File: src/rtl/hif_mbx_pkg.sv
package hif_mbx_pkg;
  localparam int DATA_W   = 8;
  localparam int SADDR_W  = 2;
  localparam int STAT_OBF = 0;
  localparam int STAT_IBF = 1;
  localparam int STAT_CD  = 3;
  localparam logic [DATA_W-1:0] USER_MASK = 8'hF4;
  localparam logic [SADDR_W-1:0] ADDR_IN   = 2'd0;
  localparam logic [SADDR_W-1:0] ADDR_OUT  = 2'd1;
  localparam logic [SADDR_W-1:0] ADDR_STAT = 2'd2;

  typedef struct packed {
    logic hostWrLoad;
    logic hostRdOut;
    logic slvRdIn;
    logic slvWrOut;
    logic slvWrStat;
  } mbxStrobes_t;
endpackage

File: src/rtl/hif_mbx_edge.sv
module hif_mbx_edge #(
  parameter int SYNC_STAGES = 2
) (
  input  logic clk,
  input  logic rstN,
  input  logic activeAsync,
  output logic pulse
);
  localparam int CHAIN_W = SYNC_STAGES + 1;
  logic [CHAIN_W-1:0] chainQ;

  always_ff @(posedge clk) begin
    if (!rstN) chainQ <= '0;
    else       chainQ <= {chainQ[CHAIN_W-2:0], activeAsync};
  end

  assign pulse = chainQ[SYNC_STAGES-1] & ~chainQ[SYNC_STAGES];

  // One event per access: a pulse never spans two cycles
  assert_single_pulse_R9: assert property (@(posedge clk) disable iff (!rstN)
    pulse |=> !pulse);
endmodule

File: src/rtl/hif_mbx_ctrl.sv
module hif_mbx_ctrl
  import hif_mbx_pkg::*;
#(
  parameter int SYNC_STAGES = 2
) (
  input  logic               clk,
  input  logic               rstN,
  input  logic               hostCsN,
  input  logic               hostA0,
  input  logic               hostRdN,
  input  logic               hostWrN,
  input  logic [SADDR_W-1:0] slvAddr,
  input  logic               slvRd,
  input  logic               slvWr,
  output mbxStrobes_t        strobes
);
  localparam int NUM_HOST_EV = 2;
  logic [NUM_HOST_EV-1:0] hostActive;
  logic [NUM_HOST_EV-1:0] hostPulse;

  assign hostActive[0] = ~hostCsN & ~hostWrN;
  assign hostActive[1] = ~hostCsN & ~hostRdN;

  for (genvar i = 0; i < NUM_HOST_EV; i++) begin : g_sync
    hif_mbx_edge #(.SYNC_STAGES(SYNC_STAGES)) u_edge (
      .clk        (clk),
      .rstN       (rstN),
      .activeAsync(hostActive[i]),
      .pulse      (hostPulse[i])
    );
  end

  always_comb begin
    strobes.hostWrLoad = hostPulse[0];
    strobes.hostRdOut  = hostPulse[1] & ~hostA0;
    strobes.slvRdIn    = slvRd & (slvAddr == ADDR_IN);
    strobes.slvWrOut   = slvWr & (slvAddr == ADDR_OUT);
    strobes.slvWrStat  = slvWr & (slvAddr == ADDR_STAT);
  end
endmodule

File: src/rtl/hif_mbx_datapath.sv
module hif_mbx_datapath
  import hif_mbx_pkg::*;
(
  input  logic               clk,
  input  logic               rstN,
  input  mbxStrobes_t        strobes,
  input  logic               hostCsN,
  input  logic               hostA0,
  input  logic               hostRdN,
  input  logic [DATA_W-1:0]  hostDataIn,
  output logic [DATA_W-1:0]  hostDataOut,
  output logic               hostDataOe,
  input  logic [SADDR_W-1:0] slvAddr,
  input  logic [DATA_W-1:0]  slvWdata,
  output logic [DATA_W-1:0]  slvRdata
);
  logic [DATA_W-1:0] inRegQ, outRegQ, userQ, statusVal;
  logic cdQ, ibfQ, obfQ;

  // Data registers carry no reset value
  always_ff @(posedge clk) begin
    if (strobes.hostWrLoad) inRegQ  <= hostDataIn;
    if (strobes.slvWrOut)   outRegQ <= slvWdata;
  end

  always_ff @(posedge clk) begin
    if (!rstN) begin
      userQ <= '0;
      cdQ   <= 1'b0;
      ibfQ  <= 1'b0;
      obfQ  <= 1'b0;
    end else begin
      if (strobes.slvWrStat) userQ <= slvWdata & USER_MASK;
      if (strobes.hostWrLoad) cdQ <= hostA0;
      if (strobes.hostWrLoad)   ibfQ <= 1'b1;
      else if (strobes.slvRdIn) ibfQ <= 1'b0;
      if (strobes.slvWrOut) obfQ <= 1'b1;
      else if (strobes.hostRdOut || (strobes.slvWrStat && !slvWdata[STAT_OBF]))
        obfQ <= 1'b0;
    end
  end

  always_comb begin
    statusVal = userQ;
    statusVal[STAT_CD]  = cdQ;
    statusVal[STAT_IBF] = ibfQ;
    statusVal[STAT_OBF] = obfQ;
  end

  always_comb begin
    unique case (slvAddr)
      ADDR_IN:   slvRdata = inRegQ;
      ADDR_OUT:  slvRdata = outRegQ;
      ADDR_STAT: slvRdata = statusVal;
      default:   slvRdata = '0;
    endcase
  end

  assign hostDataOe  = ~hostCsN & ~hostRdN;
  assign hostDataOut = hostA0 ? statusVal : outRegQ;

  assert_ibf_set_R3: assert property (@(posedge clk) disable iff (!rstN)
    strobes.hostWrLoad |=> ibfQ);
  assert_cd_capture_R4: assert property (@(posedge clk) disable iff (!rstN)
    strobes.hostWrLoad |=> cdQ == $past(hostA0));
  assert_ibf_clear_R5: assert property (@(posedge clk) disable iff (!rstN)
    (strobes.slvRdIn && !strobes.hostWrLoad) |=> !ibfQ);
  assert_obf_set_R6: assert property (@(posedge clk) disable iff (!rstN)
    strobes.slvWrOut |=> obfQ);
  assert_ro_bits_R7: assert property (@(posedge clk) disable iff (!rstN)
    (strobes.slvWrStat && !strobes.hostWrLoad && !strobes.slvRdIn)
      |=> (cdQ == $past(cdQ)) && (ibfQ == $past(ibfQ)));
  assert_obf_write1_R8: assert property (@(posedge clk) disable iff (!rstN)
    (strobes.slvWrStat && slvWdata[STAT_OBF] && !strobes.hostRdOut && !strobes.slvWrOut)
      |=> obfQ == $past(obfQ));
endmodule

File: src/rtl/hif_mailbox.sv
module hif_mailbox
  import hif_mbx_pkg::*;
#(
  parameter int SYNC_STAGES = 2
) (
  input  logic               clk,
  input  logic               rstN,
  input  logic               hostCsN,
  input  logic               hostA0,
  input  logic               hostRdN,
  input  logic               hostWrN,
  input  logic [DATA_W-1:0]  hostDataIn,
  output logic [DATA_W-1:0]  hostDataOut,
  output logic               hostDataOe,
  input  logic [SADDR_W-1:0] slvAddr,
  input  logic               slvRd,
  input  logic               slvWr,
  input  logic [DATA_W-1:0]  slvWdata,
  output logic [DATA_W-1:0]  slvRdata
);
  mbxStrobes_t strobes;

  hif_mbx_ctrl #(.SYNC_STAGES(SYNC_STAGES)) u_ctrl (
    .clk(clk), .rstN(rstN), .hostCsN(hostCsN), .hostA0(hostA0),
    .hostRdN(hostRdN), .hostWrN(hostWrN), .slvAddr(slvAddr),
    .slvRd(slvRd), .slvWr(slvWr), .strobes(strobes)
  );

  hif_mbx_datapath u_dp (
    .clk(clk), .rstN(rstN), .strobes(strobes), .hostCsN(hostCsN),
    .hostA0(hostA0), .hostRdN(hostRdN), .hostDataIn(hostDataIn),
    .hostDataOut(hostDataOut), .hostDataOe(hostDataOe), .slvAddr(slvAddr),
    .slvWdata(slvWdata), .slvRdata(slvRdata)
  );
endmodule

File: config.mk
export PLATFORM = sky130hd
export DESIGN_NAME = hif_mailbox
export DESIGN_NICKNAME = d
export VERILOG_FILES = /design/src/rtl/hif_mbx_pkg.sv /design/src/rtl/hif_mbx_edge.sv /design/src/rtl/hif_mbx_ctrl.sv /design/src/rtl/hif_mbx_datapath.sv /design/src/rtl/hif_mailbox.sv
export SDC_FILE = /design/constraint.sdc
export NUM_CORES = 1
export LEC_CHECK = 0
export BUFFER_PORTS_ARGS = -buffer_cell sky130_fd_sc_hd__buf_2
export CAP_MARGIN = 5
export CORE_ASPECT_RATIO = 0.7
export CORE_MARGIN = 2
export CORE_UTILIZATION = 44
export DETAILED_ROUTE_END_ITERATION = 10
export PLACE_DENSITY = 0.74
export RECOVER_POWER = 100
export SYNTH_ARGS = -nofsm -noshare
export SYNTH_HDL_FRONTEND = slang
export SYNTH_SLANG_ARGS = --single-unit
File: constraint.sdc
create_clock -name clk -period 0.9 [get_ports clk]
set_input_delay 0.18 -clock clk [delete_from_list [all_inputs] [get_ports clk]]
set_output_delay 0.18 -clock clk [all_outputs]
set_load 0.01 [all_outputs]
==> flow_summary.json <==
{
  "yosys_warnings": 0,
  "dp.cells": 182,
  "grt_use_met1": 0.2207,
  "synth_fp_nets": 129,
  "die_height_um": 48.77,
  "grt_pass1_vias": 943,
  "drt_wl_total_um": 2760,
  "timing.critical_path.to_type": "output port",
  "clock_path_buffers": 2,
  "busiest_layer": "met2",
  "grtUsageMet3": 0.06467,
  "post-route-period-util": 1.409,
  "crit_path_start": "u_dp.outRegQ[7]$_DFFE_PP_",
  "clk_latency_ns": 0.28,
  "path_clk_slew_ns": 0.06,
  "final_common_cell": "buf_2",
  "vias": 972,
  "netlist-cell-type-count": 23,
  "die_x_um": 67.96,
  "reg2reg_depth": 3,
  "status": "finished, violations left",
  "setup_viol": 26,
  "cp-start-kind": "flop",
  "ys_seq_area_frac": 0.6038,
  "r2r_start": "u_ctrl.g_sync[0].u_edge.chainQ[2]$_SDFF_PN0_",
  "post-dp-hpwl_um": 1909,
  "finalHoldViolCount": 0,
  "antenna_cells": 0,
  "portBuffers": 42,
  "skew_ns": 0.003585,
  "fin_cells": 191,
  "place.gp.congestion": 0.7308,
  "synth_area_per_cell_um2": 12.23,
  "setup_slack_ns": -0.3682,
  "fmaxAchievable_mhz": 788.5,
  "p_total_mw": 2.926,
  "cap_violations": 0,
  "core_area_um2": 2763,
  "worst_ep_arrival_time_ns": 1.09,
  "drc": 0,
  "areaGrowthSynthToFinish_pct": 31.98,
  "p_leak_nw": 0.6787,
  "ant_nets": 0,
  "rsz0062_at_grt": "yes",
  "cts.sinks": 30,
  "layout_common_cells": "buf_2 (27), edfxtp_1 (16), nand2_1 (14)",
  "grt_usage": 0.1875,
  "fp-row-count": 16,
  "gr-total-overflow": 0,
  "r2r_end": "u_dp.cdQ$_SDFFE_PN0P_",
  "crit_fanout": 2,
  "numCtsBuffers": 5,
  "start_util": 0.4561,
  "worst_slew_pin_slew_ns": 0.5557,
  "synth_area_um2": 1260,
  "reg2reg_setup_slack_ns": -0.07,
  "slew_headroom": 0.6295,
  "viasPerCell": 5.089,
  "critPathKind": "flop to output port",
  "drive_above_1_share": 0.3935,
  "grt_pass1_wl_um": 4319,
  "postCtsHoldBufs": 0,
  "cp.required_ns": 0.72,
  "drtIter0Drc": 32,
  "cts_setup_buffers": 0,
  "antenna_found_initial": 0,
  "first_pass_iters": 4,
  "io_pins": 43,
  "worst_ir_drop_vdd_mv": 1.052,
  "setup_tns_ns": -5.298,
  "slew_violations": 0,
  "ys_ff_latch": 30,
  "fin_hold_ws_ns": 0.06217,
  "cts_tree": "yes",
  "synth_cells": 103,
  "clockRootBuffer": "clkbuf_8",
  "min_period_ns": 1.268,
  "powerDensity_nw_per_um2": 1759,
  "grt_max_degree": 16,
  "utilization": 0.6019,
  "violations": "negative setup slack",
  "wire_per_inst_um": 14.45,
  "final_nets": 180,
  "grt_use_met2": 0.2977,
  "nFillCells": 248,
  "h-tree-depth": 2,
  "critPathCapture": "hostDataOut[7]",
  "hp-class": "primary input to flop",
  "dieArea_um2": 3314
}
[logic make-up after synthesis]
kind of cell	Yosys count	synth area share
buffers and inverters	6	0.03177
muxes	17	0.1430
AOI/OAI and AO/OA	17	0.08739
DFF	30	0.6038
and+or+nand+nor	33	0.1341
[per-stage QoR]
step	instance area (um2)	worst slack (ns)
CTS	1672	-0.3714
floorplan	1269	-0.03463
global route	1663	-0.4082
global placement	1530	-0.2360
detailed placement	1530	-0.2413
finish	1663	-0.3682
[layer usage]
layer / routed length, um / vias to the layer above
li1: - / 470
met1: 1175 / 451
met2: 1317 / 44
met3: 199 / 7
met4: 67 / 0
met5: 0 / -
[cell type report]
cell class / count / area [um2] / share of cell area
Clock buffer: 7 / 86.33 / 0.05192
Tap cell: 36 / 45.04 / 0.02709
Multi-Input combinational cell: 68 / 475.5 / 0.2859
Sequential cell: 30 / 763.2 / 0.4590
Timing Repair Buffer: 48 / 284.0 / 0.1708
Inverter: 1 / 3.754 / 0.002257
Clock inverter: 1 / 5.005 / 0.003010
[critical path, cell delays in order (launching register included)]
cell and delay (ns):
edfxtp_1 0.40, mux2_2 0.27, buf_2 0.14
[power breakdown]
group	internal [mW]	total (mW)	switching, mW
Combinational	0.171	0.338	0.167
Clock	0.615	1.08	0.463
Sequential	1.49	1.51	0.0215
[synth_stat cells]
library cell / number / area (um2)
nand2_1: 14 / 52.55
and2b_1: 1 / 7.510
o21a_1: 1 / 7.510
mux2i_1: 9 / 90.09
buf_2: 2 / 10.01
dfxtp_1: 14 / 280.3
and2_1: 5 / 31.28
mux2_2: 8 / 90.09
nor2_2: 1 / 6.260
edfxtp_1: 16 / 480.5
inv_1: 1 / 3.750
o311ai_1: 1 / 8.760
o2bb2ai_1: 1 / 8.760
o21ai_1: 8 / 40.04
nor2_1: 3 / 11.26
nor2b_4: 1 / 13.76
clkbuf_1: 1 / 3.750
nor3b_1: 1 / 7.510
nor2b_1: 1 / 6.260
nand3_1: 5 / 25.02
a21boi_1: 6 / 45.04
buf_6: 2 / 22.52
nand3b_1: 1 / 7.510
[worst min-delay path by stage]
stage | from | to | slack, ns | cells after the start
3_5_place_dp | hostWrN | u_ctrl.g_sync[0].u_edge.chainQ[0]$_SDFF_PN0_ | 0.35 | 2
4_1_cts | hostWrN | u_ctrl.g_sync[0].u_edge.chainQ[0]$_SDFF_PN0_ | 0.05 | 2
2_1_floorplan | hostCsN | u_ctrl.g_sync[0].u_edge.chainQ[0]$_SDFF_PN0_ | 0.26 | 1
6_report | hostWrN | u_ctrl.g_sync[0].u_edge.chainQ[0]$_SDFF_PN0_ | 0.06 | 2
3_3_place_gp | hostWrN | u_ctrl.g_sync[0].u_edge.chainQ[0]$_SDFF_PN0_ | 0.34 | 2
5_1_grt | hostDataIn[6] | u_dp.inRegQ[6]$_DFFE_PP_ | 0.06 | 1
[registers in the layout, summed over array words and instances, names as in the netlist]
signal / cells
u_ctrl.g_sync.u_edge.chainQ: 6
u_dp.cdQ: 1
u_dp.ibfQ: 1
u_dp.inRegQ: 8
u_dp.obfQ: 1
u_dp.outRegQ: 8
u_dp.userQ: 5
[timing repair]
item                                    in CTS  in global routing
resized for setup                           10                  2
gates cloned                                 1                  0
pin swaps                                    0                  0
endpoints found under the setup margin      26                 26
(Power assumes the default switching activity.)
